===== src/rtl/keyed_watchdog_pkg.sv =====
package keyed_watchdog_pkg;

    typedef enum logic [1:0] {
        UL_IDLE = 2'd0,
        UL_HALF = 2'd1,
        UL_OPEN = 2'd2
    } unlock_e;

    typedef enum logic {
        ST_FIRST  = 1'b0,
        ST_SECOND = 1'b1
    } stage_e;

    localparam logic [7:0] KEY_FIRST  = 8'h80;
    localparam logic [7:0] KEY_SECOND = 8'h86;

    localparam logic [7:0] OFS_PRE1   = 8'h00;
    localparam logic [7:0] OFS_PRE2   = 8'h04;
    localparam logic [7:0] OFS_KEY    = 8'h0C;
    localparam logic [7:0] OFS_STATUS = 8'h0D;
    localparam logic [7:0] OFS_CFG    = 8'h10;
    localparam logic [7:0] OFS_COUNT  = 8'h14;
    localparam logic [7:0] OFS_CTRL   = 8'h18;

    localparam logic [7:0] CFG_MASK  = 8'h3C;
    localparam logic [7:0] CTRL_MASK = 8'h07;

    typedef struct packed {
        logic [1:0] rsv_hi;
        logic       pin_en;
        logic       rst_en;
        logic       cold;
        logic       coarse;
        logic [1:0] rsv_lo;
    } cfg_t;

    typedef struct packed {
        logic [4:0] rsv;
        logic       halt;
        logic       en;
        logic       lock;
    } ctrl_t;

    function automatic logic hits_lane(input logic [7:0] a, input logic [7:0] base,
                                       input int lanes);
        return (a >= base) && (a < base + 8'(lanes));
    endfunction

endpackage


===== src/rtl/keyed_watchdog_unlock.sv =====
module keyed_watchdog_unlock
    import keyed_watchdog_pkg::*;
(
    input  logic       clk,
    input  logic       rst,
    input  logic       wr,
    input  logic [7:0] addr,
    input  logic [7:0] wdata,
    output logic       open
);
    unlock_e state;

    always_ff @(posedge clk) begin
        if (rst) begin
            state <= UL_IDLE;
        end else if (wr) begin
            if (addr == OFS_KEY && wdata == KEY_FIRST)
                state <= UL_HALF;
            else if (state == UL_HALF && addr == OFS_KEY && wdata == KEY_SECOND)
                state <= UL_OPEN;
            else
                state <= UL_IDLE;
        end
    end

    assign open = (state == UL_OPEN);

    assert_consume_R3: assert property (@(posedge clk) disable iff (rst)
        (state == UL_OPEN && wr) |=> (state != UL_OPEN));

endmodule


===== src/rtl/keyed_watchdog_prescale.sv =====
module keyed_watchdog_prescale #(
    parameter int FINE_SHIFT   = 5,
    parameter int COARSE_SHIFT = 15
) (
    input  logic clk,
    input  logic rst,
    input  logic run,
    input  logic clr,
    input  logic coarse,
    output logic tick
);
    logic [COARSE_SHIFT-1:0] psc;

    always_ff @(posedge clk) begin
        if (rst || clr || !run)
            psc <= '0;
        else
            psc <= psc + 1'b1;
    end

    assign tick = run && !clr && (coarse ? (&psc) : (&psc[FINE_SHIFT-1:0]));

endmodule


===== src/rtl/keyed_watchdog_core.sv =====
module keyed_watchdog_core
    import keyed_watchdog_pkg::*;
#(
    parameter int CNT_W = 32
) (
    input  logic             clk,
    input  logic             rst,
    input  logic             en,
    input  logic             halt_mode,
    input  logic             reload,
    input  logic             tick,
    input  logic             rst_en,
    input  logic [CNT_W-1:0] pre1,
    input  logic [CNT_W-1:0] pre2,
    output logic [CNT_W-1:0] count,
    output logic             halted,
    output logic             expire,
    output logic             rst_pulse
);
    stage_e stage;

    assign expire = en && !reload && !halted && tick &&
                    (count == '0) && (stage == ST_SECOND);

    always_ff @(posedge clk) begin
        if (rst) begin
            count     <= '0;
            stage     <= ST_FIRST;
            halted    <= 1'b0;
            rst_pulse <= 1'b0;
        end else begin
            rst_pulse <= 1'b0;
            if (!en || reload) begin
                count  <= pre1;
                stage  <= ST_FIRST;
                halted <= 1'b0;
            end else if (tick && !halted) begin
                if (count != '0) begin
                    count <= count - 1'b1;
                end else if (stage == ST_FIRST) begin
                    stage <= ST_SECOND;
                    count <= pre2;
                end else begin
                    stage     <= ST_FIRST;
                    count     <= pre1;
                    halted    <= halt_mode;
                    rst_pulse <= rst_en;
                end
            end
        end
    end

    assert_one_shot_R6: assert property (@(posedge clk) disable iff (rst)
        rst_pulse |=> !rst_pulse);

    assert_parked_R10: assert property (@(posedge clk) disable iff (rst)
        !en |=> !rst_pulse);

    assert_halt_hold_R11: assert property (@(posedge clk) disable iff (rst)
        (halted && en && !reload) |=> $stable(count));

endmodule


===== src/rtl/keyed_watchdog.sv =====
module keyed_watchdog
    import keyed_watchdog_pkg::*;
#(
    parameter int CNT_W        = 32,
    parameter int FINE_SHIFT   = 5,
    parameter int COARSE_SHIFT = 15
) (
    input  logic       clk,
    input  logic       rst,
    input  logic       por,
    input  logic [7:0] addr,
    input  logic [7:0] wdata,
    input  logic       wr,
    output logic [7:0] rdata,
    output logic       wdt_rst,
    output logic       rst_cold,
    output logic       timeout_out
);
    localparam int NB = CNT_W / 8;

    logic [NB-1:0][7:0] pre1_q;
    logic [NB-1:0][7:0] pre2_q;
    cfg_t               cfg_q;
    ctrl_t              ctrl_q;
    logic               flag_q;
    logic               ul_open;
    logic               key_wr;
    logic               reload;
    logic               flag_clr;
    logic               tick;
    logic               halted;
    logic               expire;
    logic [CNT_W-1:0]   count;

    keyed_watchdog_unlock u_unlock (
        .clk  (clk),
        .rst  (rst),
        .wr   (wr),
        .addr (addr),
        .wdata(wdata),
        .open (ul_open)
    );

    assign key_wr   = wr && ul_open;
    assign reload   = key_wr && addr == OFS_STATUS && wdata[0];
    assign flag_clr = key_wr && addr == OFS_STATUS && wdata[1];

    for (genvar b = 0; b < NB; b++) begin : g_lane
        always_ff @(posedge clk) begin
            if (rst) begin
                pre1_q[b] <= '0;
                pre2_q[b] <= '0;
            end else if (key_wr) begin
                if (addr == OFS_PRE1 + 8'(b)) pre1_q[b] <= wdata;
                if (addr == OFS_PRE2 + 8'(b)) pre2_q[b] <= wdata;
            end
        end
    end

    always_ff @(posedge clk) begin
        if (rst) begin
            cfg_q  <= '0;
            ctrl_q <= '0;
        end else if (wr && !ctrl_q.lock) begin
            if (addr == OFS_CFG)  cfg_q  <= cfg_t'(wdata & CFG_MASK);
            if (addr == OFS_CTRL) ctrl_q <= ctrl_t'(wdata & CTRL_MASK);
        end
    end

    always_ff @(posedge clk) begin
        if (por)           flag_q <= 1'b0;
        else if (expire)   flag_q <= 1'b1;
        else if (flag_clr) flag_q <= 1'b0;
    end

    keyed_watchdog_prescale #(
        .FINE_SHIFT  (FINE_SHIFT),
        .COARSE_SHIFT(COARSE_SHIFT)
    ) u_prescale (
        .clk   (clk),
        .rst   (rst),
        .run   (ctrl_q.en && !halted),
        .clr   (reload),
        .coarse(cfg_q.coarse),
        .tick  (tick)
    );

    keyed_watchdog_core #(.CNT_W(CNT_W)) u_core (
        .clk      (clk),
        .rst      (rst),
        .en       (ctrl_q.en),
        .halt_mode(ctrl_q.halt),
        .reload   (reload),
        .tick     (tick),
        .rst_en   (cfg_q.rst_en),
        .pre1     (pre1_q),
        .pre2     (pre2_q),
        .count    (count),
        .halted   (halted),
        .expire   (expire),
        .rst_pulse(wdt_rst)
    );

    always_comb begin
        rdata = '0;
        for (int b = 0; b < NB; b++) begin
            if (addr == OFS_PRE1 + 8'(b))  rdata = pre1_q[b];
            if (addr == OFS_PRE2 + 8'(b))  rdata = pre2_q[b];
            if (addr == OFS_COUNT + 8'(b)) rdata = count[8*b +: 8];
        end
        if (addr == OFS_STATUS) rdata = {6'b0, flag_q, 1'b0};
        if (addr == OFS_CFG)    rdata = cfg_q;
        if (addr == OFS_CTRL)   rdata = ctrl_q;
    end

    assign rst_cold    = cfg_q.cold;
    assign timeout_out = flag_q && cfg_q.pin_en;

    assert_guard_R2: assert property (@(posedge clk) disable iff (rst)
        (wr && !ul_open) |=> ($stable(pre1_q) && $stable(pre2_q)));

    assert_sticky_R7: assert property (@(posedge clk) disable iff (por)
        (flag_q && !flag_clr) |=> flag_q);

    assert_frozen_R9: assert property (@(posedge clk) disable iff (rst)
        ctrl_q.lock |=> ($stable(cfg_q) && $stable(ctrl_q)));

    initial assert_lanes_R12: assert (CNT_W % 8 == 0 && NB >= 1 && NB <= 4);

endmodule


===== config.mk =====
export PLATFORM = sky130hd
export DESIGN_NAME = keyed_watchdog
export DESIGN_NICKNAME = d
export VERILOG_FILES = /design/src/rtl/keyed_watchdog_pkg.sv /design/src/rtl/keyed_watchdog_unlock.sv /design/src/rtl/keyed_watchdog_prescale.sv /design/src/rtl/keyed_watchdog_core.sv /design/src/rtl/keyed_watchdog.sv
export SDC_FILE = /design/constraint.sdc
export NUM_CORES = 1
export LEC_CHECK = 0
export ABC_AREA = 0
export BUFFER_PORTS_ARGS = -buffer_cell sky130_fd_sc_hd__clkbuf_2
export CAP_MARGIN = 20
export CORE_UTILIZATION = 35
export CTS_CLUSTER_SIZE = 30
export DETAILED_ROUTE_END_ITERATION = 10
export PLACE_DENSITY_LB_ADDON = 0.1
export SKIP_LAST_GASP = 1
export SLEW_MARGIN = 20
export SYNTH_ARGS = -nofsm -noshare
export SYNTH_HDL_FRONTEND = slang
export SYNTH_SLANG_ARGS = --single-unit
export TNS_END_PERCENT = 50

===== constraint.sdc =====
create_clock -name clk -period 3.4 [get_ports clk]
set_input_delay 0.34 -clock clk [delete_from_list [all_inputs] [get_ports clk]]
set_output_delay 0.34 -clock clk [all_outputs]
set_load 0.02 [all_outputs]

After elaboration in Yosys (flattened, before gate mapping)
Cells that the tools add are included.

Register bits: 124. Bits of input ports: 20. Output and inout bits: 11. Logic and storage cells: 118.

$add $sub $neg: 2. Equality and inequality tests: 19. Multiplexer cells: 25. Bitwise gates (word level): 3. Reductions and logical operators: 47.

Operator list (count): 32-bit 2-to-1 mux (4); 8-bit 2-to-1 mux (15); 8-bit by 5-bit == test with 1-bit output, second input constant (6); 8-bit by 3-bit == test with 1-bit output, second input constant (4); 32-bit zero test (1); 32-bit nonzero test (1); 32-bit by 1-bit subtractor with 32-bit output, second input constant (1); 2-bit AND reduction (11); 1-bit logical AND (18); 8-bit by 2-bit == test with 1-bit output, second input constant (2); 8-bit by 4-bit == test with 1-bit output, second input constant (2); 8-bit == test, second input constant (2); 15-bit by 1-bit adder with 15-bit output, second input constant (1); 15-bit AND reduction (1); 8-bit by 1-bit == test with 1-bit output, second input constant (1); 8-bit zero test (1); 1-bit zero test (5); 5-bit AND reduction (1); 5-bit OR reduction (1); 1-bit 2-to-1 mux (4); 2-bit 2-to-1 mux (2); 2-bit nonzero test (2); 1-bit logical OR (3); 1-bit inverter (3); other kinds (4) (4).

Depth between registers and ports, before layout
Depth after elaboration: 16. Gate-level depth with buffers: 10. Mapped depth without buffers: 8.

Modules after synthesis
Synthesis repeated with hierarchy kept, for this count alone.

Cells, all modules: 952. Area, all modules: 7764.9 sq um.

By module, submodules not included: keyed_watchdog (times used 1, cells an instance 517, area an instance 4201.5 sq um, sequential area each 1441.4 sq um); keyed_watchdog_core (times used 1, cells an instance 344, area an instance 2702.6 sq um, sequential area each 700.7 sq um); keyed_watchdog_prescale (times used 1, cells an instance 77, area an instance 724.4 sq um, sequential area each 300.3 sq um); keyed_watchdog_unlock (times used 1, cells an instance 14, area an instance 136.4 sq um, sequential area each 40.0 sq um).

Worst setup path after synthesis
Ideal clock, no wire load.

Kind: input to output. Start: input addr[4]. End: output rdata[6]. Arrival time: 2631 ps. Required time: 3060 ps. Slack: 429 ps. Cell stages on the path: 8. Path buffers: 2. Path through: clkbuf_1 > or4b_2 > nor3_1 > clkbuf_1 > a222oi_1 > o21ai_0 > a211oi_1 > a211oi_1.

Word-level cells in the longest chain between the ends: 16. Elaborated cells between the ends (all ways): 30. Classes of those cells: eq/ne (14); mux (15); reduce/logical (1).

Ends and longest elaborated chain: start: declaration (RTL line keyed_watchdog.sv:11) `input logic [7:0] addr,`; 8-bit zero test (RTL line keyed_watchdog.sv:107) `if (addr == OFS_PRE1 + 8'(b)) rdata = pre1_q[b];`; 8-bit 2-to-1 mux (RTL line keyed_watchdog.sv:107); 8-bit 2-to-1 mux (RTL line keyed_watchdog.sv:108) `if (addr == OFS_PRE2 + 8'(b)) rdata = pre2_q[b];`; 8-bit 2-to-1 mux (RTL line keyed_watchdog.sv:109) `if (addr == OFS_COUNT + 8'(b)) rdata = count[8*b +: 8];`; 8-bit 2-to-1 mux (RTL line keyed_watchdog.sv:107); 8-bit 2-to-1 mux (RTL line keyed_watchdog.sv:108); 8-bit 2-to-1 mux (RTL line keyed_watchdog.sv:109); 8-bit 2-to-1 mux (RTL line keyed_watchdog.sv:107); 8-bit 2-to-1 mux (RTL line keyed_watchdog.sv:108); 8-bit 2-to-1 mux (RTL line keyed_watchdog.sv:109); 8-bit 2-to-1 mux (RTL line keyed_watchdog.sv:107); 8-bit 2-to-1 mux (RTL line keyed_watchdog.sv:108); 8-bit 2-to-1 mux (RTL line keyed_watchdog.sv:109); 8-bit 2-to-1 mux (RTL line keyed_watchdog.sv:111) `if (addr == OFS_STATUS) rdata = {6'b0, flag_q, 1'b0};`; 8-bit 2-to-1 mux (RTL line keyed_watchdog.sv:112) `if (addr == OFS_CFG) rdata = cfg_q;`; 8-bit 2-to-1 mux (*) (RTL line keyed_watchdog.sv:113) `if (addr == OFS_CTRL) rdata = ctrl_q;`; end: declaration (RTL line keyed_watchdog.sv:14) `output logic [7:0] rdata,`.

Every way passes the cells marked *; elsewhere a longest branch is shown, timed or not.

Worst setup path in the final report
Start: input addr[4]. End: output rdata[5].

Same word-level chain as after synthesis.

==> reports/metrics.yaml <==
outcome:
  status: "completed"
die:
  die_area_sq_um: 21900
  die_h_um: 148
  initial_core_util: 0.362
  row_count: 52
  die_w_um: 148
  boundaryPins: 31
  core-area_sq_um: 20600
sta:
  fmax_mhz: 328
  fin_crit_sh: 0.897
  hold_slack_ns: 0.0646
  fin_tns_setup_ns: 0
  rsz0062_at_grt: "no"
  tightest_slew_ns: 0.831
  period_needed_ns: 3.05
  finalClockSkew_ns: 0.0123
  finalWorstSetupSlack_ns: 0.352
  slew_violations: 0
  setup_viol: 0
  max-slew-margin-rel: 0.446
  finalHoldViolCount: 0
routing:
  avgRoutedWirePerCell_um: 24.2
  drtPass1Iterations: 5
  routed_wl_um: 31000
  dr_total_vias: 7738
  drt_iter0_markers: 954
  ant_nets: 0
  drc: 0
  vias_per_cell: 6.05
placed_design:
  place_ws_ns: 0.393
  dp_hpwl_um: 23000
  numPortBuffers: 30
  gp_congestion: 0.972
global_route:
  antenna_found_initial: 0
  grt_usage: 0.287
  grt-ovfl-total: 0
  grt_pass1_vias: 7031
  grt_max_degree: 67
  grt_pass1_wl_um: 46200
cts:
  postCtsSetupBuffers: 0
  clk-insertion-delay-late_ns: 0.43
  tritoncts: "built"
  clock_sinks: 124
  hold_buffers: 0
  numCtsBuffers: 17
  htree_levels: 4
  cts_resized: 0
  cts_buffer_depth: 2
  cts-root-buf: "clkbuf_16"
  cts.clk_slew.worst_paths_ns: 0.06
yosys:
  yosys_register_bits: 124
  synth-async-reset-ratio: 0
  synth_top_family_by_area: "simple AND/OR/NAND/NOR gates"
  yosys.area_share.simple: 0.262
  synth-adder-area-share: 0.00672
  synth.cell_area_sq_um: 7440
  synth_ff_type: "dfxtp_1"
  synth_edf_count: 0
  synth.avg_cell_area_sq_um: 7.57
  synth_xor_area_frac: 0.0271
  ys_seq_area_frac: 0.333
  synth_compound_area_frac: 0.225
  synthMuxAreaShare: 0.0955
  synthCells: 983
  synthDistinctLibCells: 69
  yosys_warnings: 0
  synth_fp_nets: 1007
worst_setup_path:
  crit_buf_inv: 3
  path_class: "primary input to primary output"
  path_cells: "clkbuf_2, or4_1, nor3_1, buf_4, a21oi_1, o22a_1, a22oi_1, a221o_1, clkbuf_2"
  r2r_cells: 8
  crit_required_ns: 3.06
  crit_slowest_cell: "or4_1"
  arrival_ns: 2.71
  worstSetupStartpointType: "primary input"
  crit_cells: 9
  crit_family: "simple AND/OR/NAND/NOR gates"
  critPathMaxFanout: 13
  max_stage_delay_ns: 0.65
  crit_top_cell: "clkbuf_2"
  cp-end-kind: "primary output"
power_and_ir_drop:
  max-vdd-ir-drop_v: 0.000262
  p_per_area_nw_per_um2: 397
  power_uw: 3380
  power.leakage_uw: 0.00318
layout:
  drive_above_1_share: 0.125
  num_antenna_cells: 0
  area_growth_syn_to_layout_pct: 14.4
  final_nets: 1020
  layout.filler_cells: 2178
min_path:
  min_path_type: "primary input to register"
  holdPathStages: 2
run:
  max_cap_violations: 0
[cells by family after synthesis]
kind of cell,count (synthesis)
buffers and inverters,89
AOI/OAI and AO/OA,257
xor gates and xnor gates,23
and+or+nand+nor,416
muxes,70
DFF,124
adders and majority gates,4
[worst reg2reg max path, cell delays in order, from the launching register on]
cell and delay, ns:
dfxtp_1 0.40, inv_1 0.12, ha_1 0.25, nor4b_1 0.66, and4_1 0.43, nand3_1 0.18, a2111oi_4 0.37, o211ai_1 0.14
a311oi_1 0.27
[area by class of cell]
class                   instances  area, sq um  share of cell area
multi-input cells             770         4610               0.541
repair buffers                 73          488              0.0573
clock buffers                  17          425              0.0499
inverters                      10         37.5             0.00441
clock inverters                15          139              0.0163
well taps                     270          338              0.0397
flip-flops and latches        124         2480               0.292
[layout by cell type (no fill, tap or decap), drive strengths merged, types with 9 or more instances in the layout]
| master | synthesis | routed |
|---|---|---|
| nand2 | 131 | 131 |
| o211ai | 11 | 11 |
| or4 | 10 | 10 |
| a21oi | 85 | 85 |
| nor2 | 116 | 116 |
| inv | 10 | 14 |
| nor4 | 14 | 14 |
| o21ai | 43 | 43 |
| buf | 14 | 44 |
| o31ai | 9 | 9 |
| xor2 | 15 | 15 |
| a31oi | 10 | 10 |
| or3 | 11 | 11 |
| clkbuf | 65 | 46 |
| nor3 | 27 | 27 |
| dfxtp | 124 | 124 |
| mux2i | 62 | 62 |
| a211oi | 22 | 22 |
| o22ai | 16 | 16 |
| nand3 | 54 | 54 |
[report_power, final]
group	total, uW	leakage, uW	switching [uW]	internal, uW
logic	164	0.00192	121	42.3
clock network	1760	0.000263	749	1010
registers	1450	0.000999	0.558	1450
total	3380	0.00318	871	2510
[registers in the layout (all words and copies together) (netlist names)]
| signal | cells |
|---|---|
| cfg_q | 3 |
| ctrl_q | 3 |
| flag_q | 1 |
| pre1_q | 32 |
| pre2_q | 32 |
| rst_cold | 1 |
| u_core.count | 32 |
| u_core.halted | 1 |
| u_core.rst_pulse | 1 |
| u_core.stage | 1 |
| u_prescale.psc | 15 |
| u_unlock.state | 2 |
[Yosys cell counts, types with 9 or more instances]
| cell | instances | area share |
|---|---|---|
| o22ai_1 | 16 | 0.013 |
| clkbuf_1 | 65 | 0.033 |
| xor2_1 | 15 | 0.018 |
| nor3_1 | 25 | 0.017 |
| o31ai_1 | 9 | 0.0091 |
| o21ai_0 | 42 | 0.028 |
| nor2_1 | 116 | 0.058 |
| nand3_1 | 54 | 0.036 |
| a21oi_1 | 85 | 0.057 |
| a211oi_1 | 22 | 0.022 |
| inv_1 | 10 | 0.0050 |
| o211ai_1 | 11 | 0.011 |
| nand2_1 | 131 | 0.066 |
| dfxtp_1 | 124 | 0.33 |
| or3_1 | 10 | 0.0084 |
| mux2i_1 | 62 | 0.083 |
| nor4_1 | 14 | 0.012 |
| a31oi_1 | 10 | 0.0084 |
[per-stage QoR]
stage / std cells / util / area (sq um)
after global routing: 1279 / 0.414 / 8520
after CTS: 1279 / 0.414 / 8520
after global placement: 1247 / 0.387 / 7950
final: 1279 / 0.414 / 8520
after floorplan: 983 / - / 7440
after detailed placement: 1247 / 0.387 / 7950
[layer usage]
| metal | vias to the layer above | global-route usage | wire length, um |
|---|---|---|---|
| met5 | - | 0 | 0 |
| met4 | 0 | 0.120 | 1110 |
| met3 | 60 | 0.0410 | 2430 |
| met2 | 371 | 0.413 | 13000 |
| met1 | 3686 | 0.422 | 14400 |
| li1 | 3621 | - | - |
[final timing paths]
check,slack (ns),to,start
setup / recovery,0.35,rdata[5],addr[4]
hold / removal,0.06,flag_q,por
setup reg to reg,0.47,u_core.count[24],u_core.count[0]
hold reg to reg,0.47,u_prescale.psc[0],u_prescale.psc[0]
(Power assumes the default switching activity.)
